$ cat src/rtl/irqc_pkg.sv
package irqc_pkg;
    localparam int ACK_W = 10;
    localparam logic [ACK_W-1:0] ACK_NONE = 10'd1023;

    typedef enum logic [1:0] {
        ST_IDLE,
        ST_WR,
        ST_RD
    } acc_state_e;

    typedef struct packed {
        logic en_set;
        logic en_clr;
        logic msk_set;
        logic msk_clr;
        logic route_wr;
    } gate_cmd_t;
endpackage

$ cat src/rtl/irqc_gate_bank.sv
module irqc_gate_bank
    import irqc_pkg::*;
#(
    parameter int NUM_SRC    = 32,
    parameter int NUM_CPU    = 2,
    parameter int PERCPU_MAX = 28,
    parameter int CPU_W      = (NUM_CPU > 1) ? $clog2(NUM_CPU) : 1
) (
    input  logic                                clk,
    input  logic                                rst_n,
    input  gate_cmd_t                           cmd,
    input  logic [ACK_W-1:0]                    idx,
    input  logic [CPU_W-1:0]                    cpu_sel,
    input  logic [NUM_CPU-1:0]                  route_val,
    output logic [NUM_SRC-1:0]                  en,
    output logic [NUM_CPU-1:0][NUM_SRC-1:0]     mask,
    output logic [NUM_SRC-1:0][NUM_CPU-1:0]     route
);
    logic                 idx_ok;
    logic [NUM_CPU-1:0]   route_low;

    assign idx_ok    = int'(idx) < NUM_SRC;
    // lowest set bit of the written routing field
    assign route_low = route_val & (~route_val + NUM_CPU'(1));

    always_ff @(posedge clk or negedge rst_n) begin
        if (!rst_n) begin
            en    <= '0;
            mask  <= '1;
            route <= '0;
        end else begin
            for (int i = 0; i < NUM_SRC; i++) begin
                if (idx_ok && idx == ACK_W'(i)) begin
                    if (cmd.en_set)
                        en[i] <= 1'b1;
                    else if (cmd.en_clr)
                        en[i] <= 1'b0;
                    if (cmd.route_wr)
                        route[i] <= (i > PERCPU_MAX) ? route_low : route_val;
                    for (int c = 0; c < NUM_CPU; c++) begin
                        if (cpu_sel == CPU_W'(c)) begin
                            if (cmd.msk_set)
                                mask[c][i] <= 1'b1;
                            else if (cmd.msk_clr)
                                mask[c][i] <= 1'b0;
                        end
                    end
                end
            end
        end
    end

    // out-of-range numbers leave every enable untouched
    p_range_ignored_r10: assert property (@(posedge clk) disable iff (!rst_n)
        !idx_ok |=> $stable(en));

    for (genvar i = 0; i < NUM_SRC; i++) begin : g_src_chk
        p_enable_set_r2: assert property (@(posedge clk) disable iff (!rst_n)
            (cmd.en_set && idx == ACK_W'(i)) |=> en[i]);
        p_enable_clr_r2: assert property (@(posedge clk) disable iff (!rst_n)
            (cmd.en_clr && idx == ACK_W'(i)) |=> !en[i]);
        if (i > PERCPU_MAX) begin : g_shared
            p_single_target_r5: assert property (@(posedge clk) disable iff (!rst_n)
                $onehot0(route[i]));
        end
    end
endmodule

$ cat src/rtl/irqc_pick.sv
module irqc_pick
    import irqc_pkg::*;
#(
    parameter int NUM_SRC = 32
) (
    input  logic [NUM_SRC-1:0] req,
    output logic [ACK_W-1:0]   ack,
    output logic               hit
);
    always_comb begin
        ack = ACK_NONE;
        hit = 1'b0;
        for (int i = NUM_SRC - 1; i >= 0; i--) begin
            if (req[i]) begin
                ack = ACK_W'(i);
                hit = 1'b1;
            end
        end
    end
endmodule

$ cat src/rtl/irqc_regif.sv
module irqc_regif
    import irqc_pkg::*;
#(
    parameter int NUM_SRC = 32,
    parameter int NUM_CPU = 2,
    parameter int CPU_W   = (NUM_CPU > 1) ? $clog2(NUM_CPU) : 1
) (
    input  logic                            clk,
    input  logic                            rst_n,
    input  logic                            bus_valid,
    input  logic                            bus_write,
    input  logic                            bus_win,
    input  logic [CPU_W-1:0]                bus_cpu,
    input  logic [11:0]                     bus_addr,
    input  logic [31:0]                     bus_wdata,
    input  logic [NUM_SRC-1:0][NUM_CPU-1:0] route,
    input  logic [NUM_CPU-1:0][ACK_W-1:0]   ack_all,
    output gate_cmd_t                       cmd,
    output logic [ACK_W-1:0]                idx,
    output logic [CPU_W-1:0]                cpu_sel,
    output logic [NUM_CPU-1:0]              route_val,
    output logic [31:0]                     bus_rdata
);
    localparam logic [11:0] OFS_DESC   = 12'h000;
    localparam logic [11:0] OFS_EN_SET = 12'h030;
    localparam logic [11:0] OFS_EN_CLR = 12'h034;
    localparam logic [11:0] OFS_ACK    = 12'h044;
    localparam logic [11:0] OFS_MK_SET = 12'h048;
    localparam logic [11:0] OFS_MK_CLR = 12'h04C;

    acc_state_e state, next_state;
    logic       in_route;
    logic [31:0] rd_val;
    logic [21:0] unused_wdata;

    assign unused_wdata = bus_wdata[31:10];
    assign in_route = (bus_addr[11:8] == 4'h1) && (bus_addr[1:0] == 2'b00)
                   && (int'(bus_addr[7:2]) < NUM_SRC);

    always_comb begin
        unique case ({bus_valid, bus_write})
            2'b11:   next_state = ST_WR;
            2'b10:   next_state = ST_RD;
            default: next_state = ST_IDLE;
        endcase
    end

    always_ff @(posedge clk or negedge rst_n) begin
        if (!rst_n)
            state <= ST_IDLE;
        else
            state <= next_state;
    end

    // write decode and read mux
    always_comb begin
        cmd       = '0;
        idx       = bus_wdata[ACK_W-1:0];
        cpu_sel   = bus_cpu;
        route_val = bus_wdata[NUM_CPU-1:0];
        rd_val    = '0;
        unique case (next_state)
            ST_WR: begin
                if (!bus_win) begin
                    cmd.en_set = (bus_addr == OFS_EN_SET);
                    cmd.en_clr = (bus_addr == OFS_EN_CLR);
                    if (in_route) begin
                        cmd.route_wr = 1'b1;
                        idx = {4'b0, bus_addr[7:2]};
                    end
                end else begin
                    cmd.msk_set = (bus_addr == OFS_MK_SET);
                    cmd.msk_clr = (bus_addr == OFS_MK_CLR);
                end
            end
            ST_RD: begin
                if (!bus_win) begin
                    if (bus_addr == OFS_DESC)
                        rd_val = {20'b0, ACK_W'(NUM_SRC), 2'b00};
                    else if (in_route)
                        for (int i = 0; i < NUM_SRC; i++)
                            if (bus_addr[7:2] == 6'(i))
                                rd_val = 32'(route[i]);
                end else if (bus_addr == OFS_ACK) begin
                    rd_val = 32'(ack_all[bus_cpu]);
                end
            end
            default: ;
        endcase
    end

    always_ff @(posedge clk or negedge rst_n) begin
        if (!rst_n)
            bus_rdata <= '0;
        else if (next_state == ST_RD)
            bus_rdata <= rd_val;
    end

    p_rdata_hold_r11: assert property (@(posedge clk) disable iff (!rst_n)
        !(bus_valid && !bus_write) |=> $stable(bus_rdata));
    p_read_phase_r11: assert property (@(posedge clk) disable iff (!rst_n)
        (state == ST_RD) |-> ($past(bus_valid) && !$past(bus_write)));
endmodule

$ cat src/rtl/dual_gate_intc.sv
module dual_gate_intc
    import irqc_pkg::*;
#(
    parameter int NUM_SRC    = 32,
    parameter int NUM_CPU    = 2,
    parameter int PERCPU_MAX = 28,
    parameter int CPU_W      = (NUM_CPU > 1) ? $clog2(NUM_CPU) : 1
) (
    input  logic               clk,
    input  logic               rst_n,
    input  logic               bus_valid,
    input  logic               bus_write,
    input  logic               bus_win,
    input  logic [CPU_W-1:0]   bus_cpu,
    input  logic [11:0]        bus_addr,
    input  logic [31:0]        bus_wdata,
    output logic [31:0]        bus_rdata,
    input  logic [NUM_SRC-1:0] irq_in,
    output logic [NUM_CPU-1:0] cpu_irq
);
    localparam int SRC_W = (NUM_SRC > 1) ? $clog2(NUM_SRC) : 1;

    gate_cmd_t                        cmd;
    logic [ACK_W-1:0]                 idx;
    logic [CPU_W-1:0]                 cpu_sel;
    logic [NUM_CPU-1:0]               route_val;
    logic [NUM_SRC-1:0]               en;
    logic [NUM_CPU-1:0][NUM_SRC-1:0]  mask;
    logic [NUM_SRC-1:0][NUM_CPU-1:0]  route;
    logic [NUM_CPU-1:0][NUM_SRC-1:0]  req_vec;
    logic [NUM_CPU-1:0][ACK_W-1:0]    ack_all;

    irqc_regif #(.NUM_SRC(NUM_SRC), .NUM_CPU(NUM_CPU), .CPU_W(CPU_W)) u_regif (
        .clk(clk), .rst_n(rst_n), .bus_valid(bus_valid), .bus_write(bus_write),
        .bus_win(bus_win), .bus_cpu(bus_cpu), .bus_addr(bus_addr),
        .bus_wdata(bus_wdata), .route(route), .ack_all(ack_all), .cmd(cmd),
        .idx(idx), .cpu_sel(cpu_sel), .route_val(route_val), .bus_rdata(bus_rdata)
    );

    irqc_gate_bank #(.NUM_SRC(NUM_SRC), .NUM_CPU(NUM_CPU),
                     .PERCPU_MAX(PERCPU_MAX), .CPU_W(CPU_W)) u_bank (
        .clk(clk), .rst_n(rst_n), .cmd(cmd), .idx(idx), .cpu_sel(cpu_sel),
        .route_val(route_val), .en(en), .mask(mask), .route(route)
    );

    for (genvar c = 0; c < NUM_CPU; c++) begin : g_cpu
        logic [SRC_W-1:0] win;

        always_comb
            for (int i = 0; i < NUM_SRC; i++)
                req_vec[c][i] = irq_in[i] & en[i] & route[i][c] & ~mask[c][i];

        irqc_pick #(.NUM_SRC(NUM_SRC)) u_pick (
            .req(req_vec[c]), .ack(ack_all[c]), .hit(cpu_irq[c])
        );

        assign win = ack_all[c][SRC_W-1:0];

        p_winner_live_r6: assert property (@(posedge clk) disable iff (!rst_n)
            cpu_irq[c] |-> (irq_in[win] && en[win] && route[win][c] && !mask[c][win]));
        p_lowest_first_r7: assert property (@(posedge clk) disable iff (!rst_n)
            cpu_irq[c] |-> ((req_vec[c] & ((NUM_SRC'(1) << win) - NUM_SRC'(1))) == '0));
    end
endmodule

$ cat config.mk
export PLATFORM = sky130hd
export DESIGN_NAME = dual_gate_intc
export DESIGN_NICKNAME = d
export VERILOG_FILES = /design/src/rtl/irqc_pkg.sv /design/src/rtl/irqc_gate_bank.sv /design/src/rtl/irqc_pick.sv /design/src/rtl/irqc_regif.sv /design/src/rtl/dual_gate_intc.sv
export SDC_FILE = /design/constraint.sdc
export NUM_CORES = 1
export LEC_CHECK = 0
export ABC_AREA = 1
export ABC_CLOCK_PERIOD_IN_PS = 4280
export BUFFER_PORTS_ARGS = -buffer_cell sky130_fd_sc_hd__buf_4
export CAP_MARGIN = 40
export CORE_MARGIN = 3
export CORE_UTILIZATION = 55
export CTS_CLUSTER_DIAMETER = 100
export DETAILED_ROUTE_END_ITERATION = 10
export GPL_TIMING_DRIVEN = 0
export PLACE_DENSITY = 0.76
export SYNTH_ARGS = -nofsm -noshare
export SYNTH_HDL_FRONTEND = slang
export SYNTH_SLANG_ARGS = --single-unit
$ cat constraint.sdc
create_clock -name clk -period 4.28 [get_ports clk]
set_clock_uncertainty 0.15 [all_clocks]
set_input_delay 0.428 -clock clk [delete_from_list [all_inputs] [get_ports clk]]
set_output_delay 0.428 -clock clk [all_outputs]
set_load 0.01 [all_outputs]
==> impl_metrics.json <==
{
  "setup_viol": 0,
  "worstReg2RegStart": "u_bank.mask[29]",
  "syn_area_mm2": 0.00968,
  "path_clk_slew_ps": 70,
  "h-tree-depth": 4,
  "min_to": "u_bank.route[58]",
  "min_period_ps": 3430,
  "critical_path.max_fanout": 10,
  "post_cts_buffers": 0,
  "crit_required_ps": 4500,
  "grt_pass1_wl_um": 48800,
  "power.density_mw_per_mm2": 292,
  "r2r_slack_ps": 1200,
  "overflow": 0,
  "synthArstFlopShare_pct": 100,
  "rsz0062_at_grt": "false",
  "core-area_mm2": 0.0169,
  "drt-vias-per-instance": 5.50,
  "drtIter0Drc": 1029,
  "filler_cell_count": 1528,
  "insertedDiodeCount": 0,
  "synth_top_area_cell": "dfrtp_1",
  "critPathKind": "in2reg",
  "fin_setup_tns_ps": 0,
  "synth_top_cell_area_share_pct": 26.6,
  "cp-start-kind": "primary input",
  "ios": 116,
  "hpwlAfterDp_um": 23900,
  "final_cells": 1741,
  "die_area_mm2": 0.0192,
  "netlist_instances": 1394,
  "syn2layout_area_growth_pct": 15.3,
  "p_total_mw": 3.26,
  "status": "completed",
  "drc": 0,
  "clock_path_buffers": 2,
  "relSlewSlack_pct": 40.3,
  "placed_cell_area_mm2": 0.0106,
  "yosysSeqAreaShare_pct": 44.0,
  "grt_use_total_pct": 32.6,
  "slew_viol_final": 0,
  "synth-edff-count": 0,
  "cts_tree": "yes",
  "fin_crit_sh_pct": 80.2,
  "grt_max_degree": 108,
  "drv_cap": 0,
  "syn_avg_cell_area_um2": 6.95,
  "worst_slew_pin_slew_ps": 896,
  "finalHoldViolCount": 0,
  "drive_gt1_share_pct": 16.7,
  "synth_warnings": 0,
  "crit_arrival_ps": 3660,
  "stdcell_area_mm2": 0.0112,
  "clockRootBuffer": "clkbuf_16",
  "post_cts_resized": 0,
  "p_leak_nw": 5.40,
  "min-delay-start": "bus_wdata[0]",
  "cts_buffers": 17,
  "drt_pass1_iterations": 6,
  "dp_cells": 1708,
  "max_freq_mhz": 291,
  "route.vias.total": 9580,
  "synth_area_leaders": "dfrtp_1, nand2_1, dfstp_2",
  "die_h_um": 139,
  "start_util_pct": 57.4,
  "rr_endpoint": "u_regif.bus_rdata[0]",
  "yosys_most_used_dff": "dfrtp_1",
  "clock_sinks": 167,
  "min_path_type": "in2reg",
  "die_w_um": 139,
  "ant_nets": 0,
  "routabilityCongestion": 0.964,
  "wirelength_um": 31600,
  "peakVddDrop_uv": 269,
  "numPortBuffers": 70,
  "rows": 47,
  "grt_pass1_vias": 8915,
  "fin_nets": 1590,
  "r2r_cells": 37,
  "worstSkewPairLatency_ps": 430,
  "synth_cell_types": 46,
  "postCtsHoldBufs": 1,
  "hold_depth": 2,
  "ys_ff_latch": 167,
  "routedWlPerCell_um": 18.2,
  "end_kind": "flop",
  "grt_antenna_before_repair": 1
}
==> flip-flops by register name (all words and copies together) (netlist names) <==
name               cells
u_bank.en             32
u_bank.route          64
u_regif.bus_rdata      7
u_bank.mask           64
==> layout make-up <==
type	instances	area [um2]	area share, %
flip-flops and latches	167	4260	38.1
multi-input cells	973	4340	38.9
clock buffers	22	464	4.16
well taps	220	275	2.46
plain buffers	57	343	3.07
inverters	218	821	7.35
repair buffers	74	593	5.31
clock inverters	10	72.6	0.650
==> worst max-delay path by stage <==
stage,slack (ps),startpoint,end,depth (start not counted)
floorplan,1830,bus_addr[2],u_regif.bus_rdata[0],25
global placement,570,bus_addr[7],u_bank.mask[44],10
detailed placement,550,bus_addr[7],u_bank.mask[18],10
CTS,990,bus_addr[7],u_bank.mask[18],10
global route,810,bus_addr[7],u_bank.mask[18],10
finish,850,bus_addr[7],u_bank.mask[19],10
==> cells in the final DEF, fill, tap and decap left out, drive strengths merged, types with 3 or more instances in the layout <==
master and count:
clkinv 7, dfstp 64, inv 218, dfrtp 103
o22ai 3, buf 106, o21ai 145, nand2 452
nand3 55, a31oi 9, nor3 27, o21a 7
nand4 25, conb 22, nor4 7, clkbuf 46
mux2 4, nor2 177, clkinvlp 3, a21oi 24
==> stage by stage <==
step                setup slack (ps)  hold slack [ps]  utilization [%]
floorplan                       1830            -17.6                -
global route                     812              117             66.2
finish                           846              117             66.2
detailed placement               552              238             62.9
global placement                 569              312             62.6
CTS                              993              104             66.2
==> metal layers <==
layer / part of all wire, % / vias to the layer above / track usage (%) / wire [um]
li1: - / 4546 / - / -
met1: 42 / 4473 / 45.4 / 13200
met2: 44 / 495 / 49.8 / 13800
met3: 11 / 66 / 9.07 / 3530
met4: 3.3 / 0 / 10.7 / 1060
met5: 0 / - / 0 / 0
==> critical path, cell delays in order <==
cell and delay [ps]:
buf_4 130, nor2_1 620, inv_2 60, nor2_1 280
inv_2 120, nor2_2 640, clkinv_1 630, clkbuf_1 430
nand2_1 170, o21a_1 130
==> power breakdown <==
group          switching, mW  internal (mW)
registers            0.00265           1.58
clock network          0.668          0.777
logic                  0.141         0.0819
==> cells by family (layout without fill, tap and decap cells) <==
family / Yosys count / in the layout / share of synthesized area, %
AO/OA/AOI/OAI: 198 / 198 / 11.0
buffers and inverters: 275 / 381 / 12.0
flip-flops: 167 / 167 / 44.0
multiplexers: 5 / 5 / 0.569
other: 1 / 22 / 0.0387
AND/OR/NAND/NOR: 748 / 748 / 32.4
==> Yosys cell counts, types with 2 or more instances <==
library cell	n
nand2_1	450
a21oi_1	24
inv_2	20
o211ai_1	2
buf_4	28
o22ai_1	3
nor3_1	26
dfrtp_1	103
nand4_1	24
dfstp_2	64
nor2_1	151
nor2_2	21
nor4_1	6
a31oi_1	9
clkinv_1	3
a32o_1	2
nor3b_1	2
nor2_4	5
inv_1	194
o21ai_1	29
o21bai_1	2
nand3_1	54
mux2_1	4
o21ai_0	114
o21a_1	7
buf_6	3
clkbuf_1	24
o21ai_2	2
Power figures use the tool's default switching activity.
